[src/rtl/spi_rxs_pkg.sv]
package spi_rxs_pkg;

    localparam int DATA_W = 16;
    localparam int CS_W   = 8;
    localparam int ERR_N  = 5;
    localparam int STAT_W = 3 + ERR_N + CS_W + DATA_W;

    // Error flags, most significant first as they sit in the status word.
    typedef struct packed {
        logic bit_err;
        logic desync;
        logic parity;
        logic timeout;
        logic len_err;
    } err_t;

    typedef struct packed {
        logic [CS_W-1:0]   cs;
        err_t              err;
        logic [DATA_W-1:0] data;
    } rx_word_t;

    function automatic logic [STAT_W-1:0] pack_status(
        input logic     empty,
        input logic     ovr,
        input logic     txfull,
        input rx_word_t w
    );
        return {empty, ovr, txfull, w.err, w.cs, w.data};
    endfunction

endpackage

[src/rtl/spi_rx_stage2.sv]
module spi_rx_stage2
    import spi_rxs_pkg::*;
(
    input  logic     clk,
    input  logic     rst,
    input  logic     done_i,
    input  rx_word_t in_word_i,
    input  logic     rd_i,
    input  logic     clr_i,
    output rx_word_t vis_word_o,
    output logic     vis_full_o,
    output logic     ovr_o
);

    rx_word_t a_q, b_q, a_n, b_n;
    logic     af_q, bf_q, ovr_q;
    logic     af_n, bf_n, ovr_n;

    always_comb begin
        a_n   = a_q;
        b_n   = b_q;
        af_n  = af_q;
        bf_n  = bf_q;
        ovr_n = ovr_q;
        // consume first so a same-cycle arrival lands in the freed place
        if (rd_i || clr_i) begin
            if (af_q) begin
                b_n  = a_q;
                bf_n = 1'b1;
                af_n = 1'b0;
            end else begin
                bf_n = 1'b0;
            end
        end
        if (rd_i) ovr_n = 1'b0;
        if (done_i) begin
            if (!bf_n) begin
                b_n  = in_word_i;
                bf_n = 1'b1;
            end else begin
                a_n = in_word_i;
                if (af_n) ovr_n = 1'b1;
                af_n = 1'b1;
            end
        end
    end

    always_ff @(posedge clk) begin
        if (rst) begin
            a_q   <= '0;
            b_q   <= '0;
            af_q  <= 1'b0;
            bf_q  <= 1'b0;
            ovr_q <= 1'b0;
        end else begin
            a_q   <= a_n;
            b_q   <= b_n;
            af_q  <= af_n;
            bf_q  <= bf_n;
            ovr_q <= ovr_n;
        end
    end

    assign vis_word_o = b_q;
    assign vis_full_o = bf_q;
    assign ovr_o      = ovr_q;

    AST_INNER_NEEDS_VISIBLE: assert property (@(posedge clk) disable iff (rst)
        af_q |-> bf_q);
    AST_VISIBLE_HELD: assert property (@(posedge clk) disable iff (rst)
        (bf_q && !rd_i && !clr_i) |=> (bf_q && $stable(b_q)));
    AST_OVR_ONLY_WHEN_FULL: assert property (@(posedge clk) disable iff (rst)
        $rose(ovr_q) |-> $past(af_q && bf_q && done_i && !rd_i && !clr_i));
    AST_READ_CLEARS_OVR: assert property (@(posedge clk) disable iff (rst)
        rd_i |=> !ovr_q);

endmodule

[src/rtl/spi_tx_hold.sv]
module spi_tx_hold #(
    parameter int W = 16
) (
    input  logic         clk,
    input  logic         rst,
    input  logic         wr_i,
    input  logic [W-1:0] wdata_i,
    input  logic         sh_done_i,
    output logic         sh_valid_o,
    output logic [W-1:0] sh_word_o,
    output logic         tx_full_o
);

    logic [W-1:0] sh_q, hold_q, sh_n, hold_n;
    logic         shf_q, full_q, shf_n, full_n;

    always_comb begin
        sh_n   = sh_q;
        hold_n = hold_q;
        shf_n  = shf_q;
        full_n = full_q;
        if (sh_done_i && shf_q) begin
            if (full_q) begin
                sh_n   = hold_q;
                full_n = 1'b0;
            end else begin
                shf_n = 1'b0;
            end
        end
        if (wr_i) begin
            if (!shf_n) begin
                sh_n  = wdata_i;
                shf_n = 1'b1;
            end else begin
                hold_n = wdata_i;
                full_n = 1'b1;
            end
        end
    end

    always_ff @(posedge clk) begin
        if (rst) begin
            sh_q   <= '0;
            hold_q <= '0;
            shf_q  <= 1'b0;
            full_q <= 1'b0;
        end else begin
            sh_q   <= sh_n;
            hold_q <= hold_n;
            shf_q  <= shf_n;
            full_q <= full_n;
        end
    end

    assign sh_valid_o = shf_q;
    assign sh_word_o  = sh_q;
    assign tx_full_o  = full_q;

    AST_HOLD_NEEDS_SHIFT: assert property (@(posedge clk) disable iff (rst)
        full_q |-> shf_q);
    AST_DIRECT_LOAD: assert property (@(posedge clk) disable iff (rst)
        (wr_i && !shf_q) |=> (shf_q && !full_q && sh_q == $past(wdata_i)));

endmodule

[src/rtl/spi_rxbuf_stat.sv]
module spi_rxbuf_stat
    import spi_rxs_pkg::*;
(
    input  logic              clk,
    input  logic              rst,
    input  logic              xfer_done,
    input  logic [DATA_W-1:0] xfer_data,
    input  logic [CS_W-1:0]   xfer_cs,
    input  logic [ERR_N-1:0]  xfer_err,
    input  logic              host_rd,
    input  logic              rxflag_clr,
    input  logic              ovr_irq_en,
    input  logic              tx_wr,
    input  logic [DATA_W-1:0] tx_wdata,
    input  logic              shift_done,
    output logic [STAT_W-1:0] status_word,
    output logic              ovr_irq,
    output logic              shift_valid,
    output logic [DATA_W-1:0] shift_word
);

    rx_word_t in_w, vis_w;
    logic     vis_full, ovr, tx_full;

    always_comb begin
        in_w.data = xfer_data;
        in_w.cs   = xfer_cs;
        in_w.err  = err_t'(xfer_err);
    end

    spi_rx_stage2 u_rx (
        .clk        (clk),
        .rst        (rst),
        .done_i     (xfer_done),
        .in_word_i  (in_w),
        .rd_i       (host_rd),
        .clr_i      (rxflag_clr),
        .vis_word_o (vis_w),
        .vis_full_o (vis_full),
        .ovr_o      (ovr)
    );

    spi_tx_hold #(.W(DATA_W)) u_tx (
        .clk        (clk),
        .rst        (rst),
        .wr_i       (tx_wr),
        .wdata_i    (tx_wdata),
        .sh_done_i  (shift_done),
        .sh_valid_o (shift_valid),
        .sh_word_o  (shift_word),
        .tx_full_o  (tx_full)
    );

    assign status_word = pack_status(!vis_full, ovr, tx_full, vis_w);
    assign ovr_irq     = ovr && ovr_irq_en;

    AST_IRQ_FOLLOWS_FLAG: assert property (@(posedge clk) disable iff (rst)
        ovr_irq |-> status_word[30]);

endmodule

[config.mk]
export PLATFORM = sky130hd
export DESIGN_NAME = spi_rxbuf_stat
export DESIGN_NICKNAME = d
export VERILOG_FILES = /design/src/rtl/spi_rxs_pkg.sv /design/src/rtl/spi_rx_stage2.sv /design/src/rtl/spi_tx_hold.sv /design/src/rtl/spi_rxbuf_stat.sv
export SDC_FILE = /design/constraint.sdc
export NUM_CORES = 1
export LEC_CHECK = 0
export ABC_CLOCK_PERIOD_IN_PS = 2400
export BUFFER_PORTS_ARGS = -buffer_cell sky130_fd_sc_hd__buf_4
export CORE_MARGIN = 2
export CORE_UTILIZATION = 40
export DETAILED_ROUTE_END_ITERATION = 10
export HOLD_SLACK_MARGIN = 0.08
export PLACE_DENSITY_LB_ADDON = 0.08
export SYNTH_ARGS = -nofsm -noshare
export SYNTH_HDL_FRONTEND = slang
export SYNTH_SLANG_ARGS = --single-unit
export TNS_END_PERCENT = 50
[constraint.sdc]
create_clock -name clk -period 2.4 [get_ports clk]
set_input_delay 0.36 -clock clk [delete_from_list [all_inputs] [get_ports clk]]
set_output_delay 0.36 -clock clk [all_outputs]
set_load 0.02 [all_outputs]
==> summary.txt <==
Outcome
  – Outcome: complete, no violations

Clock network
  – TritonCTS clock tree: yes
  – # resized after CTS: 0
  – Clock Latency Late Sink: 0.36 ns
  – TritonCTS Buffers: 9
  – CTS clk-pin slew, worst paths: 0.10 ns
  – Clock buffer depth: 2
  – Hold buffer count at CTS: 0
  – Clock Tree Root: clkbuf_8
  – # Post-CTS Setup Buffers: 0
  – CTS sink cnt: 95
  – CTS HTree Levels: 3

Synthesis
  – Sequential cell area fraction in the yosys report: 45.16%
  – Synth warn: 0
  – Synth Cell Area: 0.004212 mm^2
  – Gate count of the mapped netlist: 477
  – Syn avg cell area: 8.829 um^2
  – Distinct cells, synth: 31
  – Syn nets: 530
  – Flops & latches, synth: 95

STA
  – Final Hold Fails: 0
  – Relative slew slack: 30.41%
  – Clock Skew: 0.01134 ns
  – Setup violations, final: 0
  – Setup TNS: 0 ns
  – Final Max Slew Viols: 0
  – Fmax: 612.3 MHz
  – RSZ-0062 raised after global routing: no
  – Final critical-path share of the clock period: 68.05%
  – Tmin final: 1.633 ns
  – Slew @ Worst Pin: 1.043 ns

Critical path
  – Reg2Reg Depth: 4
  – Reg2reg setup slack: 0.77 ns
  – Setup CP Type: reg -> reg
  – Worst EP required: 2.67 ns
  – Critical Path AT: 1.91 ns
  – Critical Path End Type: flop
  – Crit start category: flop
  – CP max FO: 18

Placed design
  – GPL Wtd Cong: 0.7457
  – IO Port Bufs: 102
  – DP HPWL: 6970 um
  – Post-DP Area: 0.005050 mm^2

Global routing
  – Met3 usage: 3.587%
  – Tot GR Track Use: 18.88%
  – GR Layer Usage met2: 31.39%
  – Vias in the first global route: 3556
  – Global-route wire length before repair: 17530 um
  – Met1 usage: 24.23%
  – Initial antenna violation count: 0
  – Grt ovf: 0
  – Largest net degree at the start of global routing: 40
  – Top Usage Layer GRT: met2

Power and ir drop
  – Flop pwr share: 50.7%
  – Logic pwr share: 16.5%
  – P_sw: 0.0009490 W
  – Final Power: 0.003358 W
  – Sw frac: 28.26%
  – Static Leak: 2.084 nW
  – Pwr dens: 638.9 mW/mm^2
  – Clk pwr share: 32.8%
  – Worst VDD drop: 247.3 uV
  – Internal: 0.002409 W

Hold path
  – Hold Path Class: in -> reg
  – Hold Path Depth: 2

Finish
  – Fin area: 0.005256 mm^2
  – Fillers: 976
  – Ant diodes: 0
  – Commonest non-fill, non-tap cells in the layout: 118 x nand2_1, 118 x buf_4, 95 x dfxtp_1, 45 x mux2i_1, 32 x a211oi_1
  – Final core occ: 51.14%
  – Layout cell share with drive strength beyond 1: 25.76%
  – Final #Nets: 607
  – Area Overhead vs Synth: 24.81%

Routing
  – DR WL/cell: 15.75 um
  – Initial DRT Pass Iterations: 4
  – Number of DRC markers in iteration 0: 181
  – Vias: 3813
  – Antenna Violating Nets Remaining: 0
  – Drt total wl: 10940 um
  – Drt drc: 0
  – Via/cell ratio: 5.486

Floorplanning
  – Core Region: 0.01028 mm^2
  – Die area: 0.01137 mm^2
  – Die width: 106.6 um
  – IO Pins: 103
  – Chip height: 106.6 um
  – Row count: 37
  – Starting Density: 40.98%

Job
  – Maxcap violations: 0
metal layers:
layer | part of all wire (%) | vias up
li1 | - | 1907
met1 | 46 | 1790
met2 | 48 | 103
met3 | 5.0 | 13
met4 | 1.5 | 0
met5 | 0 | -
worst max-delay path, stage by stage, from the launching register on:
cell	delay, ns
dfxtp_1	0.34
buf_4	0.22
nand3_2	0.49
mux2i_1	0.25
a211oi_1	0.25
cells in the mapped netlist, drive strengths merged:
cell type / instances / area share, %
nand2: 118 / 11
dfxtp: 95 / 45
mux2i: 45 / 11
a211oi: 32 / 5.7
a31oi: 30 / 4.5
clkbuf: 29 / 2.6
o41ai: 29 / 6.0
buf: 25 / 3.7
a21oi: 19 / 2.5
nand4: 16 / 2.4
o31ai: 16 / 2.9
inv: 5 / 0.45
o21ai: 3 / 0.53
nand3: 2 / 0.36
nor2b: 2 / 0.30
nor3b: 2 / 0.36
o21a: 2 / 0.36
a41oi: 1 / 0.21
and2: 1 / 0.15
clkinv: 1 / 0.089
nand2b: 1 / 0.15
nor2: 1 / 0.089
nor3: 1 / 0.12
or3b: 1 / 0.27
flip-flops by register name (all words and copies together), names as in the netlist:
name	cells
u_rx.vis_word_o	29
u_rx.vis_full_o	1
u_tx.hold_q	16
u_rx.ovr_o	1
u_tx.sh_valid_o	1
u_tx.sh_word_o	16
u_rx.af_q	1
u_rx.a_q	29
u_tx.tx_full_o	1
area by class of cell:
| type | count | area (um^2) | share of cell area (%) |
|---|---|---|---|
| Tap cell | 136 | 170.2 | 3.237 |
| Timing Repair Buffer | 120 | 925.9 | 17.61 |
| Clock buffer | 10 | 137.6 | 2.618 |
| Inverter | 6 | 22.52 | 0.4285 |
| Multi-Input combinational cell | 322 | 2029 | 38.61 |
| Sequential cell | 95 | 1902 | 36.18 |
| Clock inverter | 6 | 68.82 | 1.309 |
path summary, 6_finish.rpt:
kind,startpoint,endpoint
worst max-delay path,u_tx.sh_valid_o,u_tx.sh_word_o[9]
worst min-delay path,host_rd,u_rx.ovr_o
worst max register to register,u_tx.sh_valid_o,u_tx.sh_word_o[9]
worst min register to register,u_rx.a_q[15],u_rx.a_q[15]
cells by family after synthesis:
group,synth area share (%)
AND/OR/NAND/NOR,14.68
multiplexers,10.70
flip-flops,45.16
buffers and inverters,6.803
AO/OA/AOI/OAI,22.67
stage by stage:
| stage | instances | setup slack (ns) | hold slack [ns] |
|---|---|---|---|
| CTS | 695 | 0.7451 | 0.2239 |
| detailed placement | 679 | 0.6106 | 0.4497 |
| floorplan | 477 | 0.8788 | 0.4350 |
| global placement | 679 | 0.6419 | 0.4427 |
| finish | 695 | 0.7668 | 0.2388 |
| global route | 695 | 0.6071 | 0.2337 |
power by group through the flow:
stage	Combinational (W)	Sequential [W]	Clock [W]
after floorplan	0.000246	0.00180	0
after global placement	0.000553	0.00174	0
after detailed placement	0.000558	0.00174	0
after CTS	0.000558	0.00170	0.00113
after global routing	0.000603	0.00171	0.00118
final	0.000556	0.00170	0.00110
No activity file was read; power rests on OpenSTA's default activity.
